`config.mk`:
```
export PLATFORM = sky130hd
export DESIGN_NAME = sleep_gate_ctrl
export DESIGN_NICKNAME = d
export VERILOG_FILES = /design/src/rtl/sgc_pkg.sv /design/src/rtl/sgc_mode_reg.sv /design/src/rtl/sgc_abs_sat.sv /design/src/rtl/sgc_thr_cmp.sv /design/src/rtl/sgc_fsm.sv /design/src/rtl/sleep_gate_ctrl.sv
export SDC_FILE = /design/constraint.sdc
export NUM_CORES = 1
export LEC_CHECK = 0
export ABC_CLOCK_PERIOD_IN_PS = 800
export CAP_MARGIN = 20
export CORE_ASPECT_RATIO = 0.6
export CORE_MARGIN = 3
export CORE_UTILIZATION = 35
export DETAILED_ROUTE_END_ITERATION = 16
export GPL_TIMING_DRIVEN = 1
export PLACE_DENSITY = 0.86
export SLEW_MARGIN = 30
export SYNTH_ARGS = -nofsm -noshare
export SYNTH_HDL_FRONTEND = slang
export SYNTH_SLANG_ARGS = --single-unit
```
`constraint.sdc`:
```
create_clock -name clk -period 0.8 [get_ports clk]
set_input_delay 0.16 -clock clk [delete_from_list [all_inputs] [get_ports clk]]
set_output_delay 0.16 -clock clk [all_outputs]
set_load 0.005 [all_outputs]
```
`src/rtl/sgc_pkg.sv`:
```
package sgc_pkg;

  typedef enum logic [1:0] {
    CMD_NONE  = 2'b00,
    CMD_PDOWN = 2'b01,
    CMD_CALPD = 2'b10,
    CMD_RSVD  = 2'b11
  } cmd_e;

  typedef enum logic [1:0] {
    ST_AWAKE = 2'b00,
    ST_ARMED = 2'b01,
    ST_SLEEP = 2'b10
  } slp_state_e;

  localparam int SEL_LSB = 1;
  localparam int SEL_W   = 3;
  localparam int NUM_THR = (1 << SEL_W) - 1;

  localparam logic [7:0] MODE_RST = 8'h0E;

endpackage

```
`src/rtl/sgc_mode_reg.sv`:
```
module sgc_mode_reg
  import sgc_pkg::*;
#(
  parameter logic [7:0] REG_ADDR = 8'h64
) (
  input  logic             clk,
  input  logic             rst_n,
  input  logic             wr_en,
  input  logic [7:0]       wr_addr,
  input  logic [7:0]       wr_data,
  output logic [7:0]       mode_q,
  output logic [SEL_W-1:0] sel
);

  logic       hit;
  logic [7:0] mode_d;

  assign hit = wr_en && (wr_addr == REG_ADDR);

  always_comb begin
    mode_d = mode_q;
    if (hit) begin
      mode_d = {wr_data[7:1], 1'b0};
    end
  end

  always_ff @(posedge clk or negedge rst_n) begin
    if (!rst_n) begin
      mode_q <= MODE_RST;
    end else if (hit) begin
      mode_q <= mode_d;
    end
  end

  assign sel = mode_q[SEL_LSB +: SEL_W];

endmodule

```
`src/rtl/sgc_abs_sat.sv`:
```
module sgc_abs_sat #(
  parameter int W = 12
) (
  input  logic [W-1:0] din,
  output logic [W-2:0] mag
);

  logic         is_min;
  logic [W-1:0] neg;

  assign is_min = din[W-1] & ~(|din[W-2:0]);
  assign neg    = ~din + {{(W-1){1'b0}}, 1'b1};

  always_comb begin
    if (is_min) begin
      mag = {(W-1){1'b1}};
    end else if (din[W-1]) begin
      mag = neg[W-2:0];
    end else begin
      mag = din[W-2:0];
    end
  end

endmodule

```
`src/rtl/sgc_thr_cmp.sv`:
```
module sgc_thr_cmp
  import sgc_pkg::*;
#(
  parameter int          MAG_W = 11,
  parameter int unsigned THR_TAB [NUM_THR] = '{16, 32, 64, 128, 256, 512, 1024}
) (
  input  logic [SEL_W-1:0] sel,
  input  logic [MAG_W-1:0] mag,
  output logic             cond_ok
);

  logic [MAG_W-1:0] thr_vec [NUM_THR+1];
  logic [MAG_W-1:0] thr;
  logic             forced;

  assign thr_vec[0] = '0;

  for (genvar k = 1; k <= NUM_THR; k++) begin : g_thr
    assign thr_vec[k] = MAG_W'(THR_TAB[k-1]);
  end

  assign thr     = thr_vec[sel];
  assign forced  = (sel == '0);
  assign cond_ok = forced || (mag < thr);

endmodule

```
`src/rtl/sgc_fsm.sv`:
```
module sgc_fsm
  import sgc_pkg::*;
(
  input  logic       clk,
  input  logic       rst_n,
  input  logic       cmd_valid,
  input  logic [1:0] cmd_code,
  input  logic       wake,
  input  logic       cond_ok,
  output logic       sleep,
  output logic       armed,
  output logic       cmd_ok
);

  slp_state_e st_q, st_d;

  assign cmd_ok = cmd_valid &&
                  ((cmd_code == CMD_PDOWN) || (cmd_code == CMD_CALPD));

  always_comb begin
    st_d = st_q;
    unique case (st_q)
      ST_AWAKE: begin
        if (!wake && cmd_ok) begin
          st_d = cond_ok ? ST_SLEEP : ST_ARMED;
        end
      end
      ST_ARMED: begin
        if (wake) begin
          st_d = ST_AWAKE;
        end else if (cond_ok) begin
          st_d = ST_SLEEP;
        end
      end
      ST_SLEEP: begin
        if (wake) begin
          st_d = ST_AWAKE;
        end
      end
      default: st_d = ST_AWAKE;
    endcase
  end

  always_ff @(posedge clk or negedge rst_n) begin
    if (!rst_n) begin
      st_q <= ST_AWAKE;
    end else begin
      st_q <= st_d;
    end
  end

  assign sleep = (st_q == ST_SLEEP);
  assign armed = (st_q == ST_ARMED);

endmodule

```
`src/rtl/sleep_gate_ctrl.sv`:
```
module sleep_gate_ctrl
  import sgc_pkg::*;
#(
  parameter int          SAMPLE_W = 12,
  parameter logic [7:0]  REG_ADDR = 8'h64,
  parameter int unsigned THR_TAB [NUM_THR] = '{16, 32, 64, 128, 256, 512, 1024}
) (
  input  logic                clk,
  input  logic                rst_n,
  input  logic                wr_en,
  input  logic [7:0]          wr_addr,
  input  logic [7:0]          wr_data,
  input  logic                cmd_valid,
  input  logic [1:0]          cmd_code,
  input  logic [SAMPLE_W-1:0] sense_sample,
  input  logic                wake,
  output logic                sleep,
  output logic [7:0]          mode_rd
);

  localparam int MAG_W = SAMPLE_W - 1;

  logic [1:0]       rst_sync_q;
  logic             rst_core_n;
  logic [SEL_W-1:0] sel;
  logic [MAG_W-1:0] mag;
  logic             cond_ok;
  logic             armed;
  logic             cmd_ok;

  always_ff @(posedge clk or negedge rst_n) begin
    if (!rst_n) begin
      rst_sync_q <= 2'b00;
    end else begin
      rst_sync_q <= {rst_sync_q[0], 1'b1};
    end
  end

  assign rst_core_n = rst_sync_q[1];

  sgc_mode_reg #(.REG_ADDR(REG_ADDR)) u_mode (
    .clk     (clk),
    .rst_n   (rst_core_n),
    .wr_en   (wr_en),
    .wr_addr (wr_addr),
    .wr_data (wr_data),
    .mode_q  (mode_rd),
    .sel     (sel)
  );

  sgc_abs_sat #(.W(SAMPLE_W)) u_abs (
    .din (sense_sample),
    .mag (mag)
  );

  sgc_thr_cmp #(.MAG_W(MAG_W), .THR_TAB(THR_TAB)) u_cmp (
    .sel     (sel),
    .mag     (mag),
    .cond_ok (cond_ok)
  );

  sgc_fsm u_fsm (
    .clk       (clk),
    .rst_n     (rst_core_n),
    .cmd_valid (cmd_valid),
    .cmd_code  (cmd_code),
    .wake      (wake),
    .cond_ok   (cond_ok),
    .sleep     (sleep),
    .armed     (armed),
    .cmd_ok    (cmd_ok)
  );

endmodule

```
# Word-level counts from Yosys, hierarchy flattened
# Memory sizes are Yosys's and may differ from the RTL's.
# Cells that the tools add are included.
# totals
mem_count	1
romBits	88
register_bits	11
inputBits	35
wordCells	39
output_inout_bits	9
# memory_table
memory	words	word_bits	rd	rd_clocked_by_memory_dff	write_ports	line_no	text
(name not given)	8	11	1	0	0	sgc_thr_cmp.sv:22	assign thr = thr_vec[sel];
# op_classes
n_addsub	1
n_lt_le_gt_ge	2
bitwise	4
n_mux	10
eq_ne	8
reduce_logical	10
# op_table
op	count
$mux 11	4
$add 11x1->11 const B	1
$lt 11x11->1	1
$not 11->11	1
$reduce_or 11->1	1
$mux 2	5
$eq 8x7->1 const B	1
$pmux 2 s3	1
$eq 2x1->1 const B	2
$eq 2x2->1 const B	2
$ge 4x4->1 const B	1
$not 3->4	1
$logic_and 1x1->1	3
$logic_not 3->1	1
$ne 3x2->1 const B	1
$reduce_and 3->1	1
$logic_not 2->1	1
$logic_or 1x1->1	2
$ne 2x1->1 const B	1
$ne 2x2->1 const B	1
$and 1x1->1	1
$logic_not 1->1	1
$not 1->1	1

# Logic depth before layout (Yosys ltp)
# depth
depth_word	9
ltp_mapped	10
mapped_depth_nobuf	9

# Hierarchy
# A second synthesis with hierarchy kept.
# unflattened
cells_unflattened	107
hier_area_um2	1026.0
# modules_own_cells
mod	seq_area_each_um2	n_inst	cells_each	area_each_um2
sgc_mode_reg	178.9	1	22	335.3
sgc_abs_sat	0.0	1	43	282.8
sgc_thr_cmp	0.0	1	28	237.7
sgc_fsm	50.0	1	11	116.4
sleep_gate_ctrl	50.0	1	3	53.8

# Worst setup path before layout
# Ideal clock, no wire load.
# synth_timing
path_kind	input -> register
from	in sense_sample[1]
to	reg u_fsm.st_q[0]
slack_ns	-1.833
required_ns	0.679
arrival_time_ns	2.512
path_buffers	1
path_stages	10
setup_time_ns	0.121
path_cell_list	or4_1 > buf_2 > or4_4 > o31a_1 > o22a_1 > ha_1 > a21oi_1 > o21a_1 > o311ai_1 > and4bb_1
# synth_between
elab_chain_cells	9
word_cells_on_any_way	14
cone_classes	add/sub: 1; order compare: 1; eq/ne: 1; mux: 5; bitwise: 3; reduce/logical: 3
# synth_rtl
item	line_no	text
start: declaration	sleep_gate_ctrl.sv:15	input logic [SAMPLE_W-1:0] sense_sample,
$not 11->11 / $reduce_or 11->1 (equally long branches)	sgc_abs_sat.sv:12, sgc_abs_sat.sv:11	
$add 11x1->11 / $not 1->1 (equally long branches)	sgc_abs_sat.sv:12, sgc_abs_sat.sv:11	
$mux 11 / $and 1x1->1 (equally long branches)	sgc_abs_sat.sv:17, sgc_abs_sat.sv:11	
$mux 11 (*)	sgc_abs_sat.sv:15	if (is_min) begin
$lt 11x11->1 (*)	sgc_thr_cmp.sv:24	assign cond_ok = forced || (mag < thr);
$logic_or 1x1->1 (*)	sgc_thr_cmp.sv:24	
$mux 2	sgc_fsm.sv:25	st_d = cond_ok ? ST_SLEEP : ST_ARMED;
$mux 2	sgc_fsm.sv:24	if (!wake && cmd_ok) begin
$pmux 2 s3	sgc_fsm.sv:22	unique case (st_q)
end signal: assignment	sgc_fsm.sv:48	st_q <= st_d;
end: declaration	sgc_fsm.sv:15	slp_state_e st_q, st_d;
# Every way passes the cells marked *; elsewhere a longest branch is shown, timed or not. The select of a mux whose other input is x is not followed.
# A chain may end at the register's enable or synchronous reset.

# Worst setup path after layout
# layout_timing
from	in sense_sample[3]
to	reg u_fsm.st_q[0]
# Same word-level chain as after synthesis.

==> flow_summary.ini <==
[finish]
multi_input_area_um2 = 664.4
drive_gt1_share_pct = 47.34
final_cell_area_um2 = 1697
nets = 211
post-route-util_pct = 75.04
n_antenna_cell = 0
area_growth_pct = 95.67
final-seq-area_um2 = 279.0
nFillCells = 135

[synthesis]
synth_edf_count = 0
synth_xor_area_share_pct = 2.020
netlist_instances = 95
synthMuxAreaShare_pct = 9.091
ys_seq_area_share_pct = 32.18
ys_warn_count = 0
synth-compound-area-share_pct = 18.33
synthesis.area_um2 = 867.1
yosys.area_share.simple_pct = 25.69
synth_ff_type = dfrtp_1
synth_top_area_share_pct = 23.09
synth_fp_nets = 136
yosysUniqueCellTypes = 41
synth_seq_cells = 11
synth_top_family_by_area = simple AND/OR/NAND/NOR gates
synth_area_leaders = dfrtp_1 (23%), dfstp_2 (9.1%), mux2_2 (9.1%), ha_1 (8.7%), o21ai_0 (4.0%)
yosys.area_share.adder_pct = 8.658
async_reset_ff_share_pct = 100.0
postSynthAreaPerCell_um2 = 9.127
synth_largest_area_cell = dfrtp_1

[timing]
max_freq_ghz = 0.3981
finalClockSkew_ns = 0.005608
report.final.slew_viol_count = 0
finalCriticalPeriod_ns = 2.512
tns_ns = -6.700
finalSetupViolCount = 17
timing.final.crit_share_pct = 314.0
rsz0062_at_grt = yes
fin_ws_ns = -1.712
hold_viol = 0

[clock_tree]
numCtsBuffers = 3
htree_levels = 1
cts.path.max_buffers = 2
clk_latency_ns = 0.25
ctsHoldBuffers = 0
cts_tree = built
clock-sinks = 11
clk_transition_reported_paths_ns = 0.05
clockRootBuffer = clkbuf_8

[place]
hpwl_mm = 2.323
gp_congestion = 0.7690
place_area_um2 = 1471
io_buffers = 41

[worst_setup_path]
worst-endpoint-required_ns = 0.94
worstPathArrival_ns = 2.65
cp_max_fo = 4
r2r-end = u_fsm.st_q[0]
r2r_setup_slack_ns = -1.23
endpoint_kind = flip-flop
rr_startpoint = u_mode.mode_q[3]
critical_path.startpoint_type = primary input
worst-r2r-cell-count = 6
crit_type = in -> reg

[power]
powerDensity_nw_per_um2 = 1097
p_comb_share_pct = 34.8
irDropWorstVdd_uv = 1074
p_seq_share_pct = 33.4
intPower_mw = 1.333
leakagePower_nw = 0.7813
p_sw_uw = 528.7
clockPowerShare_pct = 31.8
swShare_pct = 28.40

[die]
die_w_um = 70.26
initial_core_util_pct = 38.35
fp-row-count = 13
io_pins = 44
die_h_um = 44.56
die_area_um2 = 3130
coreArea_um2 = 2261

[detailed_routing]
firstDrtPassIters = 4
initialDrtViolationCount = 64
drc = 0
via_per_inst = 5.477
vias = 1090
wl_mm = 3.645
ant_nets = 0
wl_per_cell_um = 18.32

[hold_path]
min_path_type = in -> async

[status]
failed_checks = setup timing
status = complete, but fails checks

[global_routing]
grtUsageTotal_pct = 22.26
grt_pass1_vias = 1116
antenna_found_initial = 0
grt_max_degree = 10
overflow = 0
grt_pass1_wl_mm = 5.271

[job]
drv_cap = 0
-- per-stage QoR --
step | instances | total power, mW | worst slack, ns | hold slack (ns)
final | 199 | 1.861 | -1.712 | 0.07343
after global routing | 199 | 1.938 | -1.788 | 0.07441
after CTS | 195 | 1.780 | -1.711 | 0.07319
after detailed placement | 184 | 1.162 | -2.366 | 0.1689
after global placement | 184 | 1.131 | -2.277 | 0.1495
after floorplan | 95 | 0.8182 | -1.829 | -0.1356
-- final cells by class --
class / instances / area share (%)
multi-input cells: 78 / 39.16
repair buffers: 76 / 39.53
flip-flops and latches: 11 / 16.45
well taps: 30 / 2.212
clock buffers: 4 / 2.655
-- kinds of logic after synthesis --
| logic type | Yosys count |
|---|---|
| XOR/XNOR | 2 |
| buffers and inverters | 6 |
| other | 2 |
| flip-flops | 11 |
| AO/OA/AOI/OAI | 24 |
| adder cells (fa/ha/maj) | 6 |
| AND/OR/NAND/NOR | 37 |
| multiplexers | 7 |
-- placed cells by master (no fill, tap or decap), types with 3 or more instances in the layout --
cell type,synthesis,layout
nand3b_1,3,3
nor2_1,8,8
dfstp_2,3,3
nand2_1,6,6
dfrtp_1,8,8
o21ai_1,0,3
dlygate4sd2_1,0,4
clkbuf_8,0,3
ha_1,6,4
buf_4,1,25
clkdlybuf4s50_1,0,19
buf_6,0,16
nand2b_1,3,3
o21ai_0,7,4
buf_2,1,9
mux2_2,7,6
-- registers in the layout, indices dropped and copies added (netlist names) --
register,flops
u_fsm.st_q,2
u_mode.mode_q,7
rst_sync_q,2
-- how the worst max path moves through the flow --
stage                                from       endpoint  slack [ns]  cells after the start
final                     sense_sample[3]  u_fsm.st_q[0]       -1.71                     13
after global routing      sense_sample[3]  u_fsm.st_q[0]       -1.79                     13
after CTS                 sense_sample[2]  u_fsm.st_q[0]       -1.71                     10
after detailed placement  sense_sample[1]  u_fsm.st_q[0]       -2.37                     12
after global placement    sense_sample[1]  u_fsm.st_q[0]       -2.28                     12
after floorplan           sense_sample[1]  u_fsm.st_q[0]       -1.83                     10
-- timing repair --
action                                  CTS  global route
endpoints found under the setup margin   17            17
gates resized for setup                  86            15
pin swaps                                12            16
buffers inserted                          7             5
hold endpoints to repair                  0             0
cloned                                    0             0
-- cell usage after synthesis, types with 2 or more instances --
master / n
nand3b_1: 3
a31oi_1: 2
conb_1: 2
nand2b_1: 3
ha_1: 6
mux2_2: 7
nor2_1: 8
nor2b_1: 2
dfrtp_1: 8
a21oi_1: 4
nand4_1: 2
nor3_1: 2
nand2_1: 6
dfstp_2: 3
clkbuf_1: 4
o21a_1: 2
o21ai_0: 7
-- metal layers --
metal	global-route usage, %	up-vias	routed length, µm
li1	-	501	-
met1	23.94	523	1439
met2	43.31	48	1838
met3	7.029	18	212
met4	5.344	0	155
met5	0	-	0
-- critical path: stages --
cell	delay, ns
buf_2	0.09
or4_4	0.53
buf_6	0.15
nor4b_4	0.33
buf_4	0.17
buf_6	0.09
o2bb2ai_2	0.09
a31oi_1	0.06
ha_1	0.31
nand2_1	0.11
o21a_1	0.20
o311ai_2	0.13
and4bb_1	0.22
-- power groups by stage --
stage	clock [mW]	sequential, mW	combinational, mW
after global placement	0	0.624	0.508
after CTS	0.594	0.618	0.568
after detailed placement	0	0.627	0.535
after floorplan	0	0.618	0.200
final	0.592	0.621	0.649
after global routing	0.626	0.625	0.687
No activity file was read; power rests on OpenSTA's default activity.
